File: config.mk
export PLATFORM = sky130hd
export DESIGN_NAME = prot_cmd_seq
export DESIGN_NICKNAME = d
export VERILOG_FILES = /design/src/rtl/prot_pkg.sv /design/src/rtl/prot_pwrup.sv /design/src/rtl/prot_matcher.sv /design/src/rtl/prot_state.sv /design/src/rtl/prot_id_rd.sv /design/src/rtl/prot_cmd_seq.sv
export SDC_FILE = /design/constraint.sdc
export NUM_CORES = 1
export LEC_CHECK = 0
export BUFFER_PORTS_ARGS = -buffer_cell sky130_fd_sc_hd__buf_2
export CAP_MARGIN = 20
export CORE_UTILIZATION = 40
export DETAILED_ROUTE_END_ITERATION = 7
export PLACE_DENSITY_LB_ADDON = 0.2
export SYNTH_ARGS = -nofsm -noshare
export SYNTH_HDL_FRONTEND = slang
export SYNTH_HIERARCHICAL = 1
export SYNTH_SLANG_ARGS = --single-unit
export TNS_END_PERCENT = 10
File: constraint.sdc
create_clock -name clk -period 5.9 [get_ports clk]
set_clock_uncertainty 0.05 [all_clocks]
set_input_delay 1.18 -clock clk [delete_from_list [all_inputs] [get_ports clk]]
set_output_delay 1.18 -clock clk [all_outputs]
set_load 0.01 [all_outputs]
File: src/rtl/prot_pkg.sv
package prot_pkg;

  typedef enum logic [2:0] {
    M_IDLE, M_K1, M_K2, M_X3, M_X4, M_X5, M_LOCK, M_DATA
  } mstate_t;

  typedef struct packed {
    logic arm;
    logic sdp_off;
    logic erase;
    logic id_in;
    logic id_out;
    logic lock_lo;
    logic lock_hi;
    logic data;
  } cmd_ev_t;

  function automatic logic key_hit(input logic [14:0] a, input logic [7:0] d,
                                   input logic [14:0] ka, input logic [7:0] kd);
    return (a == ka) && (d == kd);
  endfunction

  function automatic logic [7:0] lock_code(input logic locked);
    return locked ? 8'hFF : 8'hFE;
  endfunction

endpackage

File: src/rtl/prot_pwrup.sv
module prot_pwrup #(
  parameter int CYC = 625000
) (
  input  logic clk,
  input  logic por_n,
  output logic pwr_ok
);
  localparam int CW = $clog2(CYC + 1);
  localparam logic [CW-1:0] LIM = CW'(CYC);

  logic [CW-1:0] cnt;

  always_ff @(posedge clk or negedge por_n) begin
    if (!por_n) cnt <= '0;
    else if (cnt != LIM) cnt <= cnt + 1'b1;
  end

  assign pwr_ok = (cnt == LIM);
endmodule

File: src/rtl/prot_matcher.sv
module prot_matcher
  import prot_pkg::*;
#(
  parameter int AW = 19,
  parameter int BOOT_AW = 14,
  parameter logic [14:0] CA1 = 15'h5555,
  parameter logic [14:0] CA2 = 15'h2AAA,
  parameter logic [7:0] KD_U1 = 8'hAA,
  parameter logic [7:0] KD_U2 = 8'h55,
  parameter logic [7:0] KD_PROG = 8'hA0,
  parameter logic [7:0] KD_EXT = 8'h80,
  parameter logic [7:0] KD_IDIN = 8'h90,
  parameter logic [7:0] KD_IDOUT = 8'hF0,
  parameter logic [7:0] KD_SDPOFF = 8'h20,
  parameter logic [7:0] KD_ERASE = 8'h10,
  parameter logic [7:0] KD_LOCK = 8'h40
) (
  input  logic          clk,
  input  logic          seq_rst_n,
  input  logic          ld_ok,
  input  logic [AW-1:0] ld_addr,
  input  logic [7:0]    ld_data,
  input  logic          win_end,
  output cmd_ev_t       ev
);
  mstate_t st, nxt;
  logic [14:0] a15;
  logic in_lo, in_hi, h1, h2;

  assign a15   = ld_addr[14:0];
  assign in_lo = (ld_addr[AW-1:BOOT_AW] == '0);
  assign in_hi = &ld_addr[AW-1:BOOT_AW];
  assign h1    = key_hit(a15, ld_data, CA1, KD_U1);
  assign h2    = key_hit(a15, ld_data, CA2, KD_U2);

  always_comb begin
    nxt = st;
    ev  = '0;
    if (win_end) begin
      nxt = M_IDLE;
    end else if (ld_ok) begin
      case (st)
        M_IDLE: begin
          if (h1) nxt = M_K1;
          else begin
            ev.data = 1'b1;
            nxt = M_DATA;
          end
        end
        M_K1: nxt = h2 ? M_K2 : M_IDLE;
        M_K2: begin
          nxt = M_IDLE;
          if (a15 == CA1) begin
            if (ld_data == KD_PROG) begin
              ev.arm = 1'b1;
              nxt = M_DATA;
            end else if (ld_data == KD_EXT) nxt = M_X3;
            else if (ld_data == KD_IDIN) ev.id_in = 1'b1;
            else if (ld_data == KD_IDOUT) ev.id_out = 1'b1;
          end
        end
        M_X3: nxt = h1 ? M_X4 : M_IDLE;
        M_X4: nxt = h2 ? M_X5 : M_IDLE;
        M_X5: begin
          nxt = M_IDLE;
          if (a15 == CA1) begin
            if (ld_data == KD_SDPOFF) ev.sdp_off = 1'b1;
            else if (ld_data == KD_ERASE) ev.erase = 1'b1;
            else if (ld_data == KD_LOCK) nxt = M_LOCK;
          end
        end
        M_LOCK: begin
          ev.lock_lo = in_lo;
          ev.lock_hi = in_hi;
          nxt = M_IDLE;
        end
        default: ev.data = 1'b1;
      endcase
    end
  end

  always_ff @(posedge clk or negedge seq_rst_n) begin
    if (!seq_rst_n) st <= M_IDLE;
    else st <= nxt;
  end
endmodule

File: src/rtl/prot_state.sv
module prot_state
  import prot_pkg::*;
#(
  parameter int AW = 19,
  parameter int BOOT_AW = 14
) (
  input  logic          clk,
  input  logic          por_n,
  input  logic          seq_rst_n,
  input  cmd_ev_t       ev,
  input  logic          win_end,
  input  logic [AW-1:0] ld_addr,
  output logic          sdp_en,
  output logic          lock_lo,
  output logic          lock_hi,
  output logic          id_mode,
  output logic          win_hit_lock,
  output logic          prog_go,
  output logic          prog_block,
  output logic          erase_go,
  output logic          erase_rej
);
  logic armed, data_seen, permit, any_lock;

  function automatic logic addr_locked(input logic [AW-1:0] a, input logic llo, input logic lhi);
    return (llo && (a[AW-1:BOOT_AW] == '0)) || (lhi && (&a[AW-1:BOOT_AW]));
  endfunction

  assign any_lock = lock_lo | lock_hi;
  assign permit   = !(sdp_en && !armed) && !win_hit_lock;

  // persistent flags: cleared only by power-on
  always_ff @(posedge clk or negedge por_n) begin
    if (!por_n) begin
      sdp_en  <= 1'b0;
      lock_lo <= 1'b0;
      lock_hi <= 1'b0;
    end else begin
      if (ev.arm) sdp_en <= 1'b1;
      else if (ev.sdp_off) sdp_en <= 1'b0;
      if (ev.lock_lo) lock_lo <= 1'b1;
      if (ev.lock_hi) lock_hi <= 1'b1;
    end
  end

  always_ff @(posedge clk or negedge seq_rst_n) begin
    if (!seq_rst_n) begin
      id_mode      <= 1'b0;
      armed        <= 1'b0;
      data_seen    <= 1'b0;
      win_hit_lock <= 1'b0;
      prog_go      <= 1'b0;
      prog_block   <= 1'b0;
      erase_go     <= 1'b0;
      erase_rej    <= 1'b0;
    end else begin
      prog_go    <= win_end && data_seen && permit;
      prog_block <= win_end && data_seen && !permit;
      erase_go   <= ev.erase && !any_lock;
      erase_rej  <= ev.erase && any_lock;
      if (ev.id_in) id_mode <= 1'b1;
      else if (ev.id_out) id_mode <= 1'b0;
      if (win_end) begin
        armed        <= 1'b0;
        data_seen    <= 1'b0;
        win_hit_lock <= 1'b0;
      end else begin
        if (ev.arm) armed <= 1'b1;
        if (ev.data) begin
          data_seen <= 1'b1;
          if (addr_locked(ld_addr, lock_lo, lock_hi)) win_hit_lock <= 1'b1;
        end
      end
    end
  end
endmodule

File: src/rtl/prot_id_rd.sv
module prot_id_rd #(
  parameter int AW = 19,
  parameter logic [7:0] MFR = 8'h1F,
  parameter logic [7:0] DEV = 8'hA4
) (
  input  logic          id_mode,
  input  logic          lock_lo,
  input  logic          lock_hi,
  input  logic [AW-1:0] rd_addr,
  input  logic [7:0]    arr_rdata,
  output logic [7:0]    rd_data
);
  localparam logic [AW-1:0] A_MFR = AW'(0);
  localparam logic [AW-1:0] A_DEV = AW'(1);
  localparam logic [AW-1:0] A_LLO = AW'(2);

  function automatic logic [7:0] id_value(input logic [AW-1:0] a, input logic llo, input logic lhi);
    if (a == A_MFR) return MFR;
    if (a == A_DEV) return DEV;
    if (a == A_LLO) return prot_pkg::lock_code(llo);
    if ((&a[AW-1:4]) && (a[3:0] == 4'h2)) return prot_pkg::lock_code(lhi);
    return 8'h00;
  endfunction

  assign rd_data = id_mode ? id_value(rd_addr, lock_lo, lock_hi) : arr_rdata;
endmodule

File: src/rtl/prot_cmd_seq.sv
module prot_cmd_seq
  import prot_pkg::*;
#(
  parameter int AW = 19,
  parameter int BOOT_AW = 14,
  parameter int PWRUP_CYC = 625000,
  parameter logic [14:0] CA1 = 15'h5555,
  parameter logic [14:0] CA2 = 15'h2AAA,
  parameter logic [7:0] MFR = 8'h1F,
  parameter logic [7:0] DEV = 8'hA4
) (
  input  logic          clk,
  input  logic          por_n,
  input  logic          rst_n,
  input  logic          ld_valid,
  input  logic [AW-1:0] ld_addr,
  input  logic [7:0]    ld_data,
  input  logic          win_end,
  input  logic [AW-1:0] rd_addr,
  input  logic [7:0]    arr_rdata,
  output logic [7:0]    rd_data,
  output logic          prog_go,
  output logic          prog_block,
  output logic          erase_go,
  output logic          erase_rej
);
  logic pwr_ok, ld_ok, seq_rst_n;
  logic sdp_en, lock_lo, lock_hi, id_mode, win_hit_lock, ev_sdp_off;
  cmd_ev_t ev;

  assign seq_rst_n  = rst_n & por_n;
  assign ld_ok      = ld_valid & pwr_ok;
  assign ev_sdp_off = ev.sdp_off;

  prot_pwrup #(.CYC(PWRUP_CYC)) u_pwr (
    .clk(clk), .por_n(por_n), .pwr_ok(pwr_ok)
  );

  prot_matcher #(.AW(AW), .BOOT_AW(BOOT_AW), .CA1(CA1), .CA2(CA2)) u_match (
    .clk(clk), .seq_rst_n(seq_rst_n), .ld_ok(ld_ok), .ld_addr(ld_addr),
    .ld_data(ld_data), .win_end(win_end), .ev(ev)
  );

  prot_state #(.AW(AW), .BOOT_AW(BOOT_AW)) u_state (
    .clk(clk), .por_n(por_n), .seq_rst_n(seq_rst_n), .ev(ev), .win_end(win_end),
    .ld_addr(ld_addr), .sdp_en(sdp_en), .lock_lo(lock_lo), .lock_hi(lock_hi),
    .id_mode(id_mode), .win_hit_lock(win_hit_lock), .prog_go(prog_go),
    .prog_block(prog_block), .erase_go(erase_go), .erase_rej(erase_rej)
  );

  prot_id_rd #(.AW(AW), .MFR(MFR), .DEV(DEV)) u_id (
    .id_mode(id_mode), .lock_lo(lock_lo), .lock_hi(lock_hi), .rd_addr(rd_addr),
    .arr_rdata(arr_rdata), .rd_data(rd_data)
  );
endmodule


### After elaboration in Yosys (flattened, before gate mapping)

Cells that the tools add are included.

| cells by class | value |
|---|---|
| add/subtract/negate cells | 1 |
| eq/ne operators | 22 |
| multiplexer cells | 66 |
| bitwise gates (word level) | 3 |
| reduce and logical (&&, ||, !) cells | 33 |

Operator list:

| kind | number |
|---|---|
| $mux 8 | 11 |
| $eq 8x8->1 const B | 5 |
| $mux 1 | 33 |
| $mux 3 | 11 |
| $pmux 3 s7 | 1 |
| $add 20x1->20 const B | 1 |
| $eq 20x20->1 const B | 1 |
| $ne 20x20->1 const B | 1 |
| $eq 19x1->1 const B | 1 |
| $eq 19x2->1 const B | 1 |
| $logic_not 19->1 | 1 |
| $mux 2 | 9 |
| $eq 8x7->1 const B | 2 |
| $eq 15x14->1 const B | 1 |
| $eq 15x15->1 const B | 1 |
| $reduce_and 15->1 | 1 |
| $logic_and 1x1->1 | 12 |
| $reduce_bool 2->1 | 6 |
| $eq 3x3->1 const B | 3 |
| $eq 8x5->1 const B | 1 |
| $eq 8x6->1 const B | 1 |
| $reduce_bool 8->1 | 1 |
| $eq 3x2->1 const B | 2 |
| $reduce_or 6->1 | 1 |
| 11 further kinds | 17 |

| word-level totals | value |
|---|---|
| bits in registers | 34 |
| bits of input ports | 59 |
| output and inout bits | 12 |
| word-level logic and storage cells | 138 |

### Logic depth before layout (Yosys ltp)

| logic depth | value |
|---|---|
| word-level depth | 13 |
| depth in mapped cells | 11 |
| depth with buffers taken out | 11 |

### Hierarchy

Netlist, hierarchy kept.

By module, submodules not included:

| module | times used | cells an instance | area each (um^2) | sequential area each (um^2) |
|---|---|---|---|---|
| prot_pwrup | 1 | 85 | 967.2 | 500.5 |
| prot_matcher | 1 | 83 | 598.1 | 75.1 |
| prot_state | 1 | 35 | 416.6 | 275.3 |
| prot_id_rd | 1 | 39 | 221.5 | 0.0 |
| prot_cmd_seq | 1 | 2 | 12.5 | 0.0 |

### Worst setup path after synthesis

Ideal clock, no wire load.

| timing | value |
|---|---|
| path type | input port to output port |
| start point | input port rd_addr[0] |
| end point | output port rd_data[0] |
| arrival | 2445 ps |
| required time | 4670 ps |
| slack | 2225 ps |
| stages | 5 |
| buffers on the path | 0 |
| cell sequence | or3_4 or3_4 nor3_4 nand2_1 a31oi_1 |

| between the ends | value |
|---|---|
| cells in the longest elaborated chain, start to end | 11 |
| elaborated cells on any way between the ends | 23 |
| those cells by class | 3 x eq/ne; 18 x mux; 2 x reduce/logical |

RTL lines:

| item | line | text |
|---|---|---|
| start: declaration | prot_cmd_seq.sv:19 | `input logic [AW-1:0] rd_addr,` |
| $eq 4x2->1 | prot_id_rd.sv:21 | `if ((&a[AW-1:4]) && (a[3:0] == 4'h2)) return prot_pkg::lock_code(lhi);` |
| $logic_and 1x1->1 | prot_id_rd.sv:21 |  |
| $mux 1 (2 in a row) | prot_id_rd.sv:21 |  |
| $mux 1 | prot_id_rd.sv:20 | `if (a == A_LLO) return prot_pkg::lock_code(llo);` |
| $mux 1 | prot_id_rd.sv:19 | `if (a == A_DEV) return DEV;` |
| $mux 8 | prot_id_rd.sv:22 | `return 8'h00;` |
| $mux 8 | prot_id_rd.sv:21 |  |
| $mux 8 | prot_id_rd.sv:20 |  |
| $mux 8 (*) | prot_id_rd.sv:19 |  |
| $mux 8 (*) | prot_id_rd.sv:25 | `assign rd_data = id_mode ? id_value(rd_addr, lock_lo, lock_hi) : arr_rdata;` |
| end: declaration | prot_cmd_seq.sv:21 | `output logic [7:0] rd_data,` |

Mark *: on every way between the ends. The rest lies on a longest branch, timed or not. The select of a mux whose other input is x is not followed.

### Worst setup path in the final report

| timing | value |
|---|---|
| start point | input port rd_addr[0] |
| end point | output port rd_data[7] |

Same word-level chain as after synthesis.

==> results.py <==
metrics = {
    "timing": {
        "setup_ws_ps": 2020,
        "finalSetupViolCount": 0,
        "final_max_slew_viol_count": 0,
        "final.setup.tns_ps": 0,
        "clock.fmax_ghz": 0.258,
        "maxSlewHeadroom_pct": 64.4,
        "worst_slew_pin_slew_ps": 521,
        "whs_ps": 429,
        "period_share_pct": 65.8,
        "rsz0062_at_grt": "no",
        "hold_violations": 0,
        "period_minus_slack_ps": 3880,
    },
    "global_route": {
        "grt_pass1_wl_microns": 8560,
        "grt_max_degree": 25,
        "antenna_found_initial": 0,
        "grt_pass1_vias": 1961,
        "grt_use_total_pct": 17.8,
        "overflow": 0,
    },
    "clock_tree": {
        "cts.sinks": 34,
        "h-tree-depth": 2,
        "cts_setup_buffers": 0,
        "clock_tree.root_cell": "clkbuf_8",
        "cts_buffer_depth": 2,
        "clk_latency_ps": 290,
        "holdBufCountCts": 0,
        "numCtsBuffers": 5,
        "clkTransAtPathRegs_ps": 70,
        "cts_tree": "built",
        "cts-resized-gates": 0,
    },
    "routing": {
        "vias": 2101,
        "drt_iter0_drc": 89,
        "dr.pass1.iters": 4,
        "wl_per_cell_microns": 12.9,
        "avgViaCountPerCell": 5.41,
        "drc": 0,
        "antenna_left": 0,
        "drt_wl_total_microns": 5000,
    },
    "floorplan": {
        "core_sq_um": 5200,
        "die-area_sq_um": 5840,
        "rows": 26,
        "start_util_pct": 42.6,
        "ios": 71,
        "die_y_microns": 76.4,
        "die_w_microns": 76.4,
    },
    "min_path": {
        "hold_class": "register to register",
    },
    "status": {
        "outcome": "finished clean",
    },
    "cells_and_area": {
        "fin_cells": 388,
        "final_common_cell": "buf_2",
        "fillers": 492,
        "antennaDiodeCount": 0,
        "regMostFlops": "u_pwr/cnt",
        "area_growth_pct": 24.2,
        "final_cell_mix": "buf_2, dfrtp_1, nor2_1, nand2_1, nand4_1",
        "largest_reg_flops": 20,
        "fin_nets": 378,
        "reg.largest.list": "u_pwr/cnt x20, u_match/st x3",
        "drive_gt1_share_pct": 30.5,
    },
    "placement": {
        "numPortBuffers": 70,
        "place_ws_ps": 2010,
        "dp.cells": 380,
        "place_congestion": 0.811,
        "hpwlAfterDp_microns": 3960,
    },
    "setup_path": {
        "rr_worst_depth": 9,
        "cp_data_required_time_ps": 4670,
        "slowest_stage": "or3_4",
        "critical_path.max_stage_delay_ps": 400,
        "crit_type": "input pin to output port",
        "crit_fanout": 5,
        "r2r_start": "u_pwr/cnt[13]",
        "endpoint_kind": "output port",
        "r2r_end": "u_state/erase_go",
        "r2r_slack_ps": 3260,
        "crit_start": "rd_addr[0]",
        "critPathLaunchType": "input pin",
        "worstPathArrival_ps": 2650,
        "setup.worst_path.end": "rd_data[7]",
        "crit_chain": "buf_2 > or3_4 > or3_4 > nor3_4 > o21ai_0 > o21ai_0 > buf_2",
    },
    "synth": {
        "synth_cell_type_count": 55,
        "ys_seq_area_share_pct": 38.4,
        "syn_inst": 244,
        "yosysWarnings": 6,
        "ys_seq_elements": 34,
        "syn-cell-area_sq_um": 2220,
        "syn_nets": 305,
        "synth-edff-count": 0,
        "synth_ff_type": "dfrtp_1",
        "synthArstFlopShare_pct": 100,
        "avgSynthCellArea_sq_um": 9.08,
    },
    "flow_run": {
        "maxCapViolCount": 0,
    },
    "power_and_ir_drop": {
        "ir_drop_mv": 0.136,
        "power_uw": 497,
        "leakagePower_uw": 0.00124,
        "power_density_nw_per_um2": 181,
    },
}
-- cell type report --
type	count	area [sq um]	share of cell area, %
Inverter	13	48.8	1.77
Clock inverter	3	45.0	1.64
Clock buffer	5	68.8	2.50
Tap cell	70	87.6	3.18
Timing Repair Buffer	70	350	12.7
Multi-Input combinational cell	193	1300	47.3
Sequential cell	34	851	30.9
-- report_power, final --
part           internal (uW)      switching [uW]
combinational           22.4                25.0
clock                    126                91.6
sequential               233  0.0000000000000113
-- worst max-delay path, delay by kind of cell --
kind	cells	cell delay, ps
buf+inv	2	250
simple gates	3	970
compound gates	2	250
-- cells in the mapped netlist (2+ instances only) --
| cell | instances | area, sq um |
|---|---|---|
| nor3b_1 | 3 | 22.5 |
| nand2b_1 | 3 | 18.8 |
| xnor2_1 | 14 | 123 |
| nor2b_1 | 2 | 12.5 |
| a2111oi_0 | 2 | 17.5 |
| dfrtp_1 | 34 | 851 |
| nand4b_1 | 4 | 35.0 |
| a21o_1 | 3 | 22.5 |
| nand4_1 | 15 | 93.8 |
| a211oi_1 | 3 | 22.5 |
| o21ai_1 | 3 | 15.0 |
| o21ai_0 | 4 | 20.0 |
| inv_1 | 12 | 45.0 |
| xor2_1 | 4 | 35.0 |
| nand2_1 | 16 | 60.1 |
| nand3_1 | 12 | 60.1 |
| nor4_1 | 5 | 31.3 |
| o22ai_1 | 2 | 12.5 |
| a21oi_1 | 7 | 35.0 |
| nand4_2 | 2 | 25.0 |
| and2_1 | 4 | 25.0 |
| nor2_1 | 31 | 116 |
| nor4_2 | 2 | 25.0 |
| or2_2 | 3 | 18.8 |
| and4bb_1 | 4 | 50.1 |
| clkbuf_1 | 4 | 15.0 |
| or3_4 | 3 | 33.8 |
| ha_1 | 2 | 25.0 |
| nor4bb_1 | 4 | 40.0 |
| nor3_1 | 12 | 60.1 |
-- logic make-up after synthesis --
family / share of synthesized area [%]
adder cells (fa/ha/maj): 1.13
buffers and inverters: 2.88
XOR/XNOR: 7.11
flip-flops: 38.4
AND/OR/NAND/NOR: 39.1
AO/OA/AOI/OAI: 10.8
multiplexers: 0.508
-- per-stage QoR --
stage | utilization, % | instance area [sq um]
after floorplan | - | 2220
after detailed placement | 50.7 | 2640
after CTS | 52.9 | 2750
final | 52.9 | 2750
after global placement | 50.7 | 2640
after global routing | 52.9 | 2750
-- routing by layer --
layer	GRT usage [%]	wire, microns
met1	22.6	2330
met5	0	0
met2	30.3	2370
met3	3.95	250
met4	4.62	45
-- worst min-delay path by stage --
| stage | start | end | cells past startpoint |
|---|---|---|---|
| 4_1_cts | u_pwr/cnt[16] | u_pwr/cnt[16] | 1 |
| 6_report | u_pwr/cnt[16] | u_pwr/cnt[16] | 1 |
| 5_1_grt | u_pwr/cnt[16] | u_pwr/cnt[16] | 1 |
| 2_1_floorplan | u_pwr/cnt[16] | u_pwr/cnt[16] | 1 |
| 3_5_place_dp | u_pwr/cnt[16] | u_pwr/cnt[16] | 1 |
| 3_3_place_gp | u_pwr/cnt[16] | u_pwr/cnt[16] | 1 |
(Power assumes the default switching activity.)
